## src/rtl/irq_seq_pkg.sv

```systemverilog
package irq_seq_pkg;

    localparam int ADDR_W      = 16;
    localparam int DATA_W      = 8;
    localparam int NUM_STACKED = 7;
    localparam int CNT_W       = $clog2(NUM_STACKED);

    localparam logic [ADDR_W-1:0] VEC_IRQ = 16'hFFF8;
    localparam logic [ADDR_W-1:0] VEC_SWI = 16'hFFFA;
    localparam logic [ADDR_W-1:0] VEC_NMI = 16'hFFFC;

    typedef enum logic [2:0] {
        ST_IDLE,
        ST_PUSH,
        ST_VEC_H,
        ST_VEC_L,
        ST_VEC_D,
        ST_POP,
        ST_POP_END
    } seq_state_e;

    typedef enum logic [1:0] {
        SRC_NONE,
        SRC_NMI,
        SRC_SWI,
        SRC_IRQ
    } src_e;

    typedef struct packed {
        logic [ADDR_W-1:0] pc;
        logic [ADDR_W-1:0] x;
        logic [DATA_W-1:0] a;
        logic [DATA_W-1:0] b;
        logic [DATA_W-1:0] cc;
    } ctx_t;

    function automatic logic [ADDR_W-1:0] vec_base(src_e s);
        case (s)
            SRC_NMI: return VEC_NMI;
            SRC_SWI: return VEC_SWI;
            default: return VEC_IRQ;
        endcase
    endfunction

    // Stack slot numbering: 0 PCL, 1 PCH, 2 XL, 3 XH, 4 A, 5 B, 6 CC
    function automatic logic [DATA_W-1:0] ctx_byte(ctx_t c, logic [CNT_W-1:0] idx);
        case (idx)
            3'd0:    return c.pc[7:0];
            3'd1:    return c.pc[15:8];
            3'd2:    return c.x[7:0];
            3'd3:    return c.x[15:8];
            3'd4:    return c.a;
            3'd5:    return c.b;
            default: return c.cc;
        endcase
    endfunction

    function automatic ctx_t ctx_put(ctx_t c, logic [CNT_W-1:0] idx, logic [DATA_W-1:0] v);
        ctx_t r;
        r = c;
        case (idx)
            3'd0:    r.pc[7:0]  = v;
            3'd1:    r.pc[15:8] = v;
            3'd2:    r.x[7:0]   = v;
            3'd3:    r.x[15:8]  = v;
            3'd4:    r.a        = v;
            3'd5:    r.b        = v;
            default: r.cc       = v;
        endcase
        return r;
    endfunction

endpackage

```

## src/rtl/nmi_edge_latch.sv

```systemverilog
module nmi_edge_latch (
    input  logic clk,
    input  logic rst,
    input  logic nmi_n,
    input  logic clr,
    output logic pend
);
    logic nmi_d;

    always_ff @(posedge clk) begin
        if (rst) begin
            nmi_d <= 1'b1;
            pend  <= 1'b0;
        end else begin
            nmi_d <= nmi_n;
            pend  <= (pend & ~clr) | (nmi_d & ~nmi_n);
        end
    end


    nmi_hold_chk: assert property (@(posedge clk) disable iff (rst)
        (pend && !clr) |=> pend);

endmodule

```

## src/rtl/irq_arbiter.sv

```systemverilog
module irq_arbiter
    import irq_seq_pkg::*;
(
    input  logic nmi_pend,
    input  logic swi_req,
    input  logic irq_live,
    output src_e src
);
    always_comb begin
        if (nmi_pend)      src = SRC_NMI;
        else if (swi_req)  src = SRC_SWI;
        else if (irq_live) src = SRC_IRQ;
        else               src = SRC_NONE;
    end
endmodule

```

## src/rtl/irq_entry_seq.sv

```systemverilog
module irq_entry_seq
    import irq_seq_pkg::*;
#(
    parameter logic [15:0] SP_RESET = 16'h00FF,
    parameter int          I_BIT    = 4
) (
    input  logic        clk,
    input  logic        rst,
    input  logic        irq_n,
    input  logic        nmi_n,
    input  logic        swi_req,
    input  logic        rti_req,
    input  logic        boundary,
    input  logic [15:0] pc_in,
    input  logic [15:0] x_in,
    input  logic [7:0]  a_in,
    input  logic [7:0]  b_in,
    input  logic [7:0]  cc_in,
    output logic [15:0] mem_addr,
    output logic [7:0]  mem_wdata,
    output logic        mem_we,
    input  logic [7:0]  mem_rdata,
    output logic        busy,
    output logic [15:0] sp_out,
    output logic [15:0] pc_out,
    output logic [15:0] x_out,
    output logic [7:0]  a_out,
    output logic [7:0]  b_out,
    output logic [7:0]  cc_out,
    output logic        ctx_valid,
    output logic        vec_loaded
);
    localparam logic [CNT_W-1:0] LAST = CNT_W'(NUM_STACKED - 1);

    seq_state_e         state;
    logic [CNT_W-1:0]   cnt;
    logic [ADDR_W-1:0]  sp;
    logic [ADDR_W-1:0]  vec_q;
    logic [DATA_W-1:0]  hi_q;
    ctx_t               snap;
    ctx_t               res;
    ctx_t               fin;
    logic               nmi_pend;
    logic               nmi_clr;
    logic               take_int;
    src_e               src;

    nmi_edge_latch u_nmi (
        .clk   (clk),
        .rst   (rst),
        .nmi_n (nmi_n),
        .clr   (nmi_clr),
        .pend  (nmi_pend)
    );

    irq_arbiter u_arb (
        .nmi_pend (nmi_pend),
        .swi_req  (swi_req),
        .irq_live (~irq_n & ~cc_in[I_BIT]),
        .src      (src)
    );

    assign take_int = (state == ST_IDLE) && boundary && (src != SRC_NONE);
    assign nmi_clr  = take_int && (src == SRC_NMI);

    always_comb begin
        fin          = snap;
        fin.pc       = {hi_q, mem_rdata};
        fin.cc[I_BIT] = 1'b1;
    end

    always_ff @(posedge clk) begin
        if (rst) begin
            state      <= ST_IDLE;
            cnt        <= '0;
            sp         <= SP_RESET;
            vec_q      <= '0;
            hi_q       <= '0;
            snap       <= '0;
            res        <= '0;
            ctx_valid  <= 1'b0;
            vec_loaded <= 1'b0;
        end else begin
            ctx_valid  <= 1'b0;
            vec_loaded <= 1'b0;
            case (state)
                ST_IDLE: begin
                    cnt <= '0;
                    if (take_int) begin
                        snap  <= '{pc: pc_in, x: x_in, a: a_in, b: b_in, cc: cc_in};
                        vec_q <= vec_base(src);
                        state <= ST_PUSH;
                    end else if (boundary && rti_req) begin
                        state <= ST_POP;
                    end
                end
                ST_PUSH: begin
                    sp <= sp - 1'b1;
                    if (cnt == LAST) state <= ST_VEC_H;
                    else             cnt   <= cnt + 1'b1;
                end
                ST_VEC_H: state <= ST_VEC_L;
                ST_VEC_L: begin
                    hi_q  <= mem_rdata;
                    state <= ST_VEC_D;
                end
                ST_VEC_D: begin
                    res        <= fin;
                    ctx_valid  <= 1'b1;
                    vec_loaded <= 1'b1;
                    state      <= ST_IDLE;
                end
                ST_POP: begin
                    sp <= sp + 1'b1;
                    if (cnt != '0)
                        snap <= ctx_put(snap, CNT_W'(LAST - cnt + 1'b1), mem_rdata);
                    if (cnt == LAST) state <= ST_POP_END;
                    else             cnt   <= cnt + 1'b1;
                end
                ST_POP_END: begin
                    res       <= ctx_put(snap, '0, mem_rdata);
                    ctx_valid <= 1'b1;
                    state     <= ST_IDLE;
                end
                default: state <= ST_IDLE;
            endcase
        end
    end

    always_comb begin
        mem_we    = (state == ST_PUSH);
        mem_wdata = mem_we ? ctx_byte(snap, cnt) : '0;
        case (state)
            ST_PUSH:  mem_addr = sp;
            ST_VEC_H: mem_addr = vec_q;
            ST_VEC_L: mem_addr = vec_q + 1'b1;
            ST_POP:   mem_addr = sp + 1'b1;
            default:  mem_addr = sp;
        endcase
    end

    assign busy   = (state != ST_IDLE);
    assign sp_out = sp;
    assign pc_out = res.pc;
    assign x_out  = res.x;
    assign a_out  = res.a;
    assign b_out  = res.b;
    assign cc_out = res.cc;


    push_dec_chk: assert property (@(posedge clk) disable iff (rst)
        (mem_we && $past(mem_we)) |-> (mem_addr == $past(mem_addr) - 16'd1));


    pop_inc_chk: assert property (@(posedge clk) disable iff (rst)
        (state == ST_POP && cnt != '0) |-> (mem_addr == $past(mem_addr) + 16'd1));


    idle_nowrite_chk: assert property (@(posedge clk) disable iff (rst)
        !busy |-> !mem_we);


    vec_pulse_chk: assert property (@(posedge clk) disable iff (rst)
        vec_loaded |=> !vec_loaded);


    vec_mask_chk: assert property (@(posedge clk) disable iff (rst)
        vec_loaded |-> (cc_out[I_BIT] && ctx_valid && !busy));

endmodule

```

## config.mk

```make
export PLATFORM = sky130hd
export DESIGN_NAME = irq_entry_seq
export DESIGN_NICKNAME = d
export VERILOG_FILES = /design/src/rtl/irq_seq_pkg.sv /design/src/rtl/nmi_edge_latch.sv /design/src/rtl/irq_arbiter.sv /design/src/rtl/irq_entry_seq.sv
export SDC_FILE = /design/constraint.sdc
export NUM_CORES = 1
export LEC_CHECK = 0
export BUFFER_PORTS_ARGS = -buffer_cell sky130_fd_sc_hd__buf_2
export CORE_ASPECT_RATIO = 2
export CORE_MARGIN = 4
export CORE_UTILIZATION = 58
export CTS_CLUSTER_DIAMETER = 120
export DETAILED_ROUTE_END_ITERATION = 12
export PLACE_DENSITY_LB_ADDON = 0.2
export SETUP_SLACK_MARGIN = 0.3
export SLEW_MARGIN = 10
export SYNTH_ARGS = -nofsm -noshare
export SYNTH_HDL_FRONTEND = slang
export SYNTH_SLANG_ARGS = --single-unit
```

## constraint.sdc

```tcl
create_clock -name clk -period 5.55 [get_ports clk]
set_input_delay 0.2775 -clock clk [delete_from_list [all_inputs] [get_ports clk]]
set_output_delay 0.2775 -clock clk [all_outputs]
set_load 0.01 [all_outputs]
```

=== Word-level counts from Yosys, hierarchy flattened ===
Index checks and enable logic that the tools add are counted.

* Flip-flop bits (word level): 162
* Bits in latches: 0
* Memory bits (writable): 0
* ROM bits: 0
* Bits of input ports: 71
* Logic and storage cells: 122
* Memories kept: 0

* Add/subtract/negate cells: 6
* Multiply operators: 0
* Div/mod/pow operators: 0
* Magnitude comparators: 0
* Equality and inequality tests: 32
* Shifts and indexed selects: 0
* Multiplexer cells: 28
* Bitwise operators: 8
* Reduce and logical (&&, ||, !) cells: 27

{| class="wikitable"
|+ Operator list
! kind !! number
|-
| case mux 56 bit (2 select lines) || 2
|-
| two-way mux 56 bit || 2
|-
| two-way mux 8 bit || 8
|-
| case mux 16 bit (3 select lines) || 1
|-
| case mux 8 bit (6 select lines) || 1
|-
| adder 16 x 1 -> 16 bit (second input constant) || 2
|-
| case mux 16 bit (2 select lines) || 1
|-
| AND reduction 4 bit || 7
|-
| == test 3 bit (second input constant) || 8
|-
| == test 3 x 2 -> 1 bit (second input constant) || 6
|-
| subtractor 16 x 1 -> 16 bit (second input constant) || 1
|-
| two-way mux 3 bit || 5
|-
| case mux 3 bit (5 select lines) || 1
|-
| != test 2 x 1 -> 1 bit (second input constant) || 7
|-
| case mux 3 bit (2 select lines) || 2
|-
| != test 2 bit (second input constant) || 5
|-
| nonzero test 2 bit || 5
|-
| == test 3 x 1 -> 1 bit (second input constant) || 3
|-
| zero test 3 bit || 3
|-
| adder 3 x 1 -> 3 bit (second input constant) || 2
|-
| two-way mux 2 bit || 3
|-
| nonzero test 3 bit || 2
|-
| OR reduction 6 bit || 1
|-
| logical AND 1 bit || 4
|-
| other kinds (11) || 19
|}

=== Longest topological paths before layout ===
Gate-level depths: netlist (run 1).

* Word-level depth: 11
* Gate-level depth with buffers: 9
* Mapped depth without buffers: 7

=== Modules after synthesis ===
Synthesis (run 1) repeated with hierarchy kept, for this count alone.

* Cell total of the unflattened synthesis: 904
* Area, all modules: 7,109.3 µm²

{| class="wikitable"
|+ Modules (own cells, without submodules)
! module !! times used !! cells an instance !! area each (µm²)
|-
| irq_entry_seq || 1 || 894 || 7,023.0
|-
| nmi_edge_latch || 1 || 6 || 67.6
|-
| irq_arbiter || 1 || 4 || 18.8
|}

=== Worst setup path after synthesis (run 1) ===
OpenSTA, ideal clock, no wires.

* Kind: register -> output
* Start: reg cnt[1]
* End: out mem_wdata[2]
* Arrival: 2.016 ns
* Data required time: 5.273 ns
* Path slack: 3.256 ns
* Cell stages (with the launch flop): 9
* Cells stage by stage: dfxtp_1 -> clkbuf_1 -> inv_1 -> ha_1 -> clkbuf_1 -> clkbuf_1 -> a221o_1 -> a221oi_1 -> nor2_1

* Longest elaborated chain between the ends: 3
* Elaborated cells between the ends (all ways): 8
* Classes of those cells: eq/ne (5); mux (2); reduce/logical (1)

{| class="wikitable"
|+ Ends and longest elaborated chain
! what !! line !! source
|-
| from (decl) || irq_entry_seq.sv:36 || <nowiki>logic [CNT_W-1:0] cnt;</nowiki>
|-
| from (signal assigned) || irq_entry_seq.sv:100 || <nowiki>else cnt <= cnt + 1'b1;</nowiki>
|-
| from (signal assigned) || irq_entry_seq.sv:118 || <nowiki>else cnt <= cnt + 1'b1;</nowiki>
|-
| == test 3 bit, or another cell as far along || irq_seq_pkg.sv:47 || <nowiki>case (idx)</nowiki>
|-
| case mux 8 bit (6 select lines) * || irq_seq_pkg.sv:47 ||
|-
| two-way mux 8 bit * || irq_entry_seq.sv:132 || <nowiki>mem_wdata = mem_we ? ctx_byte(snap, cnt) : '0;</nowiki>
|-
| to (decl) || irq_entry_seq.sv:20 || <nowiki>output logic [7:0] mem_wdata,</nowiki>
|}

Every way passes the cells marked *; elsewhere a longest branch is shown, timed or not.

=== Worst setup path in the final report (run 1) ===
* Start: reg state[0]
* End: out mem_addr[11]

* Longest elaborated chain between the ends: 2
* Elaborated cells between the ends (all ways): 4
* Classes of those cells: eq/ne (3); mux (1)

{| class="wikitable"
|+ Ends and longest elaborated chain
! what !! line !! source
|-
| from (decl) || irq_entry_seq.sv:35 || <nowiki>seq_state_e state;</nowiki>
|-
| from (signal assigned) || irq_entry_seq.sv:74 || <nowiki>state <= ST_IDLE;</nowiki>
|-
| from (signal assigned) || irq_entry_seq.sv:92 || <nowiki>state <= ST_PUSH;</nowiki>
|-
| from (signal assigned) || irq_entry_seq.sv:94 || <nowiki>state <= ST_POP;</nowiki>
|-
| == test 3 bit / == test 3 x 2 -> 1 bit (equally long branches) || irq_entry_seq.sv:133 || <nowiki>case (state)</nowiki>
|-
| case mux 16 bit (3 select lines) * || irq_entry_seq.sv:133 ||
|-
| to (decl) || irq_entry_seq.sv:19 || <nowiki>output logic [15:0] mem_addr,</nowiki>
|}

Marked as above.

==> results of run 1 <==
[worst min-delay path by stage]
stage                              to  depth (start not counted)
after global placement      pc_out[7]                          2
after CTS                 u_nmi.nmi_d                          2
final                     u_nmi.nmi_d                          2
after global routing      u_nmi.nmi_d                          2
after floorplan             sp_out[5]                          1
after detailed placement     x_out[2]                          2
[registers in the layout (all words and copies together), names as in the netlist]
signal	count
fin	39
snap	17
pc_out	16
sp_out	16
x_out	16
a_out	8
b_out	8
cc_out	8
hi_q	8
cnt	3
state	3
vec_q	3
ctx_valid	1
u_nmi.nmi_d	1
u_nmi.pend	1
vec_loaded	1
[stage by stage]
step                power, mW  hold WS, ns  setup WS (ns)
CTS                     2.677      0.06414          2.098
floorplan               1.375       0.3811          3.257
global route            2.766      0.08026          1.684
detailed placement      1.482       0.4430          2.365
finish                  2.685      0.06178          1.891
global placement        1.476       0.4386          2.429
[placed cells by master, fill, tap and decap left out, drive strengths merged, types with 5 or more instances in the layout]
master  count
nand2     128
and2       11
a222oi      5
nor2b       6
nand3      21
mux2i      10
nand4       8
o21ai      26
nand2b      6
mux2        8
a221oi      7
nor2      104
o211ai      7
ha          9
nor3        9
inv        14
clkbuf     19
a31oi       8
dfxtp     149
a211oi     69
buf       176
a21oi     135
nor3b       5
xnor2      11
[per-layer routing]
layer	vias up	wire, um	share of wire (%)
met5	-	0	0
met4	0	1572	6.8
met3	103	1377	5.9
met2	350	12250	53
met1	3356	8087	35
li1	3430	-	-
[power groups by stage]
stage               clock network, mW  logic, mW  registers [mW]
floorplan                           0      0.197            1.18
global placement                    0      0.272            1.20
detailed placement                  0      0.277            1.20
CTS                              1.21      0.282            1.18
global route                     1.26      0.315            1.19
finish                           1.21      0.287            1.19
[critical path, stage by stage, from the launching register on]
cell and delay, ns:
dfxtp_1 0.85, nand3b_1 0.83, buf_4 0.58, nand2_1 0.17, o21ai_0 0.09, nand2_1 0.09
o311ai_0 0.12, buf_2 0.18
[cell type report]
cell class | count | area [um2]
inverters | 10 | 37.54
clock buffers | 19 | 452.9
fillers | 968 | 3367
flip-flops and latches | 149 | 2983
clock inverters | 13 | 170.2
repair buffers | 176 | 898.4
multi-input cells | 653 | 3751
well taps | 145 | 181.4
[synthesized netlist by cell type (3+ instances only)]
| cell | number | share of area [%] |
|---|---|---|
| dfxtp_1 | 149 | 42 |
| a21oi_1 | 135 | 9.5 |
| nand2_1 | 128 | 6.8 |
| nor2_1 | 104 | 5.5 |
| a211oi_1 | 69 | 7.3 |
| clkbuf_1 | 66 | 3.5 |
| o21ai_0 | 25 | 1.8 |
| nand3_1 | 21 | 1.5 |
| buf_2 | 13 | 0.92 |
| and2_1 | 11 | 0.97 |
| xnor2_1 | 11 | 1.4 |
| inv_1 | 10 | 0.53 |
| mux2i_1 | 10 | 1.4 |
| buf_1 | 9 | 0.48 |
| ha_1 | 9 | 1.6 |
| nor3_1 | 9 | 0.63 |
| a31oi_1 | 8 | 0.71 |
| nand4_1 | 8 | 0.71 |
| a221oi_1 | 7 | 0.86 |
| mux2_2 | 7 | 1.1 |
| o211ai_1 | 7 | 0.74 |
| nand2b_1 | 6 | 0.53 |
| nor2b_1 | 6 | 0.53 |
| a222oi_1 | 5 | 0.71 |
| nor3b_1 | 5 | 0.53 |
| a221o_1 | 4 | 0.56 |
| and3_1 | 4 | 0.35 |
| nor4_1 | 4 | 0.35 |
| o22ai_1 | 4 | 0.35 |
| a32oi_1 | 3 | 0.37 |
| o311ai_0 | 3 | 0.37 |
| or3_1 | 3 | 0.26 |
| xor2_1 | 3 | 0.37 |
[kinds of logic (layout without fill, tap and decap cells)]
logic type,Yosys count,in the layout,synth area share [%]
flip-flops,149,149,42.03
multiplexers,18,18,2.680
AO/OA/AOI/OAI,292,292,26.23
adder cells (fa/ha/maj),9,9,1.587
XOR/XNOR,14,14,1.728
AND/OR/NAND/NOR,320,320,20.17
buffers and inverters,99,218,5.571
==> flow_summary.toml, run 1 <==
[status]
status = "completed"

[yosys]
avgSynthCellArea_um2 = 7.877
synth-edff-count = 0
synthCells = 901
synth_fp_nets = 981
synthesis.area_um2 = 7097
seq_area_frac_synth_pct = 42.03
ys_ff_latch = 149
yosysUniqueCellTypes = 59
synthArstFlopShare_pct = 0
synth_ff_type = "dfxtp_1"
yosys_warnings = 0

[timing]
finalCriticalPeriod_ns = 3.659
final_hold_viol_count = 0
period_share_pct = 65.92
tns_ns = 0
finalSetupViolCount = 0
clock.fmax_mhz = 273.3
slew_headroom_pct = 10.75
rsz0062_at_grt = "no"
worst_slew_pin_slew_ns = 1.336
timing.final.max_slew_violations = 0
skew_ns = 0.009607

[routing]
drc = 0
firstDrtPassIters = 6
drt-initial-drc-count = 568
wl_um = 23280
wire_per_inst_um = 19.99
drtAntennaViolNets = 0
vias_per_cell = 6.214
vias = 7239

[layout]
finalNonFillerCells = 1165
n_antenna_cell = 0
design_area_um2 = 8474
layout.nets = 1087
fin_util_pct = 71.57
layout-drive-gt1-share_pct = 22.45
area_growth_pct = 19.41

[grt]
grt.busiest_layer = "met2"
antenna_found_initial = 0
grt_overflow_total = 0
first_global_vias = 6907
grtUsageMet1_pct = 35.16
grtUsageTotal_pct = 32.50
grt_max_degree = 96
met2_usage_pct = 57.84
grt_use_met3_pct = 4.743
grt_pass1_wl_um = 35960

[clock_tree]
numCtsBuffers = 17
holdBufCountCts = 0
cts_tree = "yes"
cts_htree_levels = 4
cts_buffer_depth = 2
clock_latency_ns = 0.42
cts_setup_buffers = 0
root_buffer = "clkbuf_16"
cts.reportedPaths.clkPinSlew_ns = 0.07
cts.sinks = 149
cts-resized-gates = 0

[floorplanning]
die_area_um2 = 14180
initial_utilization_pct = 59.93
ioPinCount = 171
coreArea_um2 = 11840
die_h_um = 164.4
die_w_um = 86.22
rows = 56

[placed_design]
dp.cells = 1133
hpwl_um = 16430
gp_congestion = 1.001
dpl_cell_area_um2 = 7829
port-buffer-count = 170

[worst_setup_path]
worst_setup_path_start_kind = "flop"
cp-end-kind = "output pin"
timing.critical_path.from = "state[0]"
crit_arrival_ns = 3.38
path_max_fanout = 57
reg2reg_depth = 6
r2r-start = "state[0]"
ff2ff_setup_slack_ns = 2.15
worstReg2RegEnd = "fin[19]"
critPathCapture = "mem_addr[11]"
cp.required_ns = 5.27
crit_type = "reg -> out"

[pwr]
total_leakage_power_nw = 3.344
p_sw_mw = 0.7130
seqPwrFrac_pct = 44.1
cellInternalPower_mw = 1.972
power.share.switching_pct = 26.56
irDropWorstVdd_mv = 0.2494
powerDensity_nw_per_um2 = 316.8
combPwrFrac_pct = 10.7
clock_power_share_pct = 45.2

[run]
max_cap_violations = 0

[min_path]
worstHoldStart = "nmi_n"
hold_class = "in -> reg"
(Power assumes the default switching activity.)
==> run 2, diff against run 1 <==
CORE_UTILIZATION = 54   (was 58)
clock period = 3.68 ns   (was 5.55 ns; I/O delays follow)
==> flow_summary.toml, run 2 (synthesized netlist as in run 1, its figures left out) <==
[status]
status = "completed"

[pwr]
total_leakage_power_nw = 3.361
irDropWorstVdd_mv = 0.3879
powerDensity_nw_per_um2 = 462.0

[layout]
layout.nets = 1098
largest_reg_flops = 39
fillCellCount = 1163
layout_commonest_cell = "buf_2"
area_growth_pct = 19.98
n_antenna_cell = 0
multi_input_area_um2 = 3729
layout-drive-gt1-share_pct = 23.18
final_cell_mix = "169 x buf_2, 149 x dfxtp_1, 135 x a21oi_1"
design_area_um2 = 8514
regArea_um2 = 2983

[floorplanning]
die_w_um = 89.06
rows = 59
coreArea_um2 = 12920
initial_utilization_pct = 54.93
ioPinCount = 171
die_h_um = 170.1
die_area_um2 = 15150

[grt]
grtUsageTotal_pct = 31.03
grt_pass1_wl_um = 36000
first_global_vias = 6866
antenna_found_initial = 0
grt_max_degree = 82
grt_overflow_total = 0

[run]
max_cap_violations = 0

[routing]
vias_per_cell = 6.066
drt-initial-drc-count = 586
drc = 0
wire_per_inst_um = 19.74
drtAntennaViolNets = 0
vias = 7176
wl_um = 23350
firstDrtPassIters = 5

[clock_tree]
numCtsBuffers = 17
cts.reportedPaths.clkPinSlew_ns = 0.06
cts-resized-gates = 0
cts_tree = "yes"
cts_buffer_depth = 2
clock_latency_ns = 0.43
cts.sinks = 149
root_buffer = "clkbuf_16"
cts_htree_levels = 4

[worst_setup_path]
slowest_delay_ns = 0.64
cp-end-kind = "output pin"
worstPathCellList = "inv_1 -> ha_1 -> a32o_1 -> a31o_2 -> a211oi_1 -> o22ai_1 -> and2_1 -> buf_2"
r2r-start = "state[0]"
worstReg2RegEnd = "fin[1]"
reg2reg_depth = 5
cp.required_ns = 3.50
ff2ff_setup_slack_ns = 1.15
worst_setup_path_start_kind = "flop"
path_max_fanout = 14
crit_arrival_ns = 2.81
slowest_stage = "dfxtp_1"
crit_type = "reg -> out"

[timing]
fin_ws_ns = 0.6828
tns_ns = 0
rsz0062_at_grt = "no"
clock.fmax_mhz = 333.6
period_share_pct = 81.45
slew_headroom_pct = 28.99
timing.final.max_slew_violations = 0
worst_slew_pin_slew_ns = 1.065
skew_ns = 0.01045
finalSetupViolCount = 0
final_hold_viol_count = 0
finalCriticalPeriod_ns = 2.997

[min_path]
hold_class = "in -> reg"
worstHoldStart = "mem_rdata[5]"
hold_depth = 3
holdPathEnd = "pc_out[5]"

[placed_design]
hpwl_um = 16910
place_ws_ns = 1.152
gp_congestion = 1.009
port-buffer-count = 170
dpl_cell_area_um2 = 7925
-- run 2: worst max-delay path by stage --
| stage | start | end | slack, ns | depth (start not counted) |
|---|---|---|---|---|
| 6_report | cnt[1] | mem_wdata[5] | 0.68 | 8 |
| 5_1_grt | cnt[1] | mem_wdata[7] | 0.46 | 8 |
| 4_1_cts | cnt[1] | mem_wdata[5] | 0.70 | 8 |
| 3_5_place_dp | cnt[1] | mem_wdata[5] | 1.15 | 8 |
| 3_3_place_gp | cnt[1] | mem_wdata[7] | 1.19 | 8 |
| 2_1_floorplan | cnt[1] | fin[14] | 1.48 | 8 |
-- run 2: per-layer routing --
metal,vias up,GRT usage [%],share of wire [%]
met5,-,0,0
met4,0,21.71,7.8
met3,100,4.651,6.4
met2,344,53.50,51
met1,3285,33.56,34
li1,3447,-,-
-- run 2: layout make-up --
cell class / count / area share, %
Inverter: 10 / 0.4409
Timing Repair Buffer: 187 / 11.70
Multi-Input combinational cell: 653 / 43.79
Clock inverter: 14 / 1.646
Tap cell: 152 / 2.234
Clock buffer: 18 / 5.158
Sequential cell: 149 / 35.03
-- run 2: where the power goes --
group          leakage (nW)  switching [mW]  internal [mW]  total [mW]
logic                  1.87           0.256          0.176       0.433
registers              1.21          0.0972           1.69        1.79
clock network         0.275           0.744          0.968        1.71
total                  3.36            1.10           2.84        3.93
-- run 2: metrics by stage --
stage	cells	hold slack (ns)	utilization (%)	total power, mW
6_report	1183	0.03148	65.91	3.934
2_1_floorplan	901	0.2876	-	2.074
3_5_place_dp	1150	0.3969	61.35	2.247
5_1_grt	1183	0.03833	65.91	4.078
3_3_place_gp	1150	0.3919	61.35	2.241
4_1_cts	1183	0.02084	65.91	3.943
-- run 2: critical path: cells and delay by family (launching register included) --
kind | cells | cell delay, ns
adder cells (fa/ha/maj) | 1 | 0.39
buffers and inverters | 2 | 0.31
AO/OA/AOI/OAI | 4 | 0.89
flip-flops | 1 | 0.64
AND/OR/NAND/NOR | 1 | 0.17
-- run 2: what timing repair did --
item | in CTS | in global routing
hold buffers | 1 | 0
buffers inserted | 0 | 0
hold endpoints to repair | 1 | 0
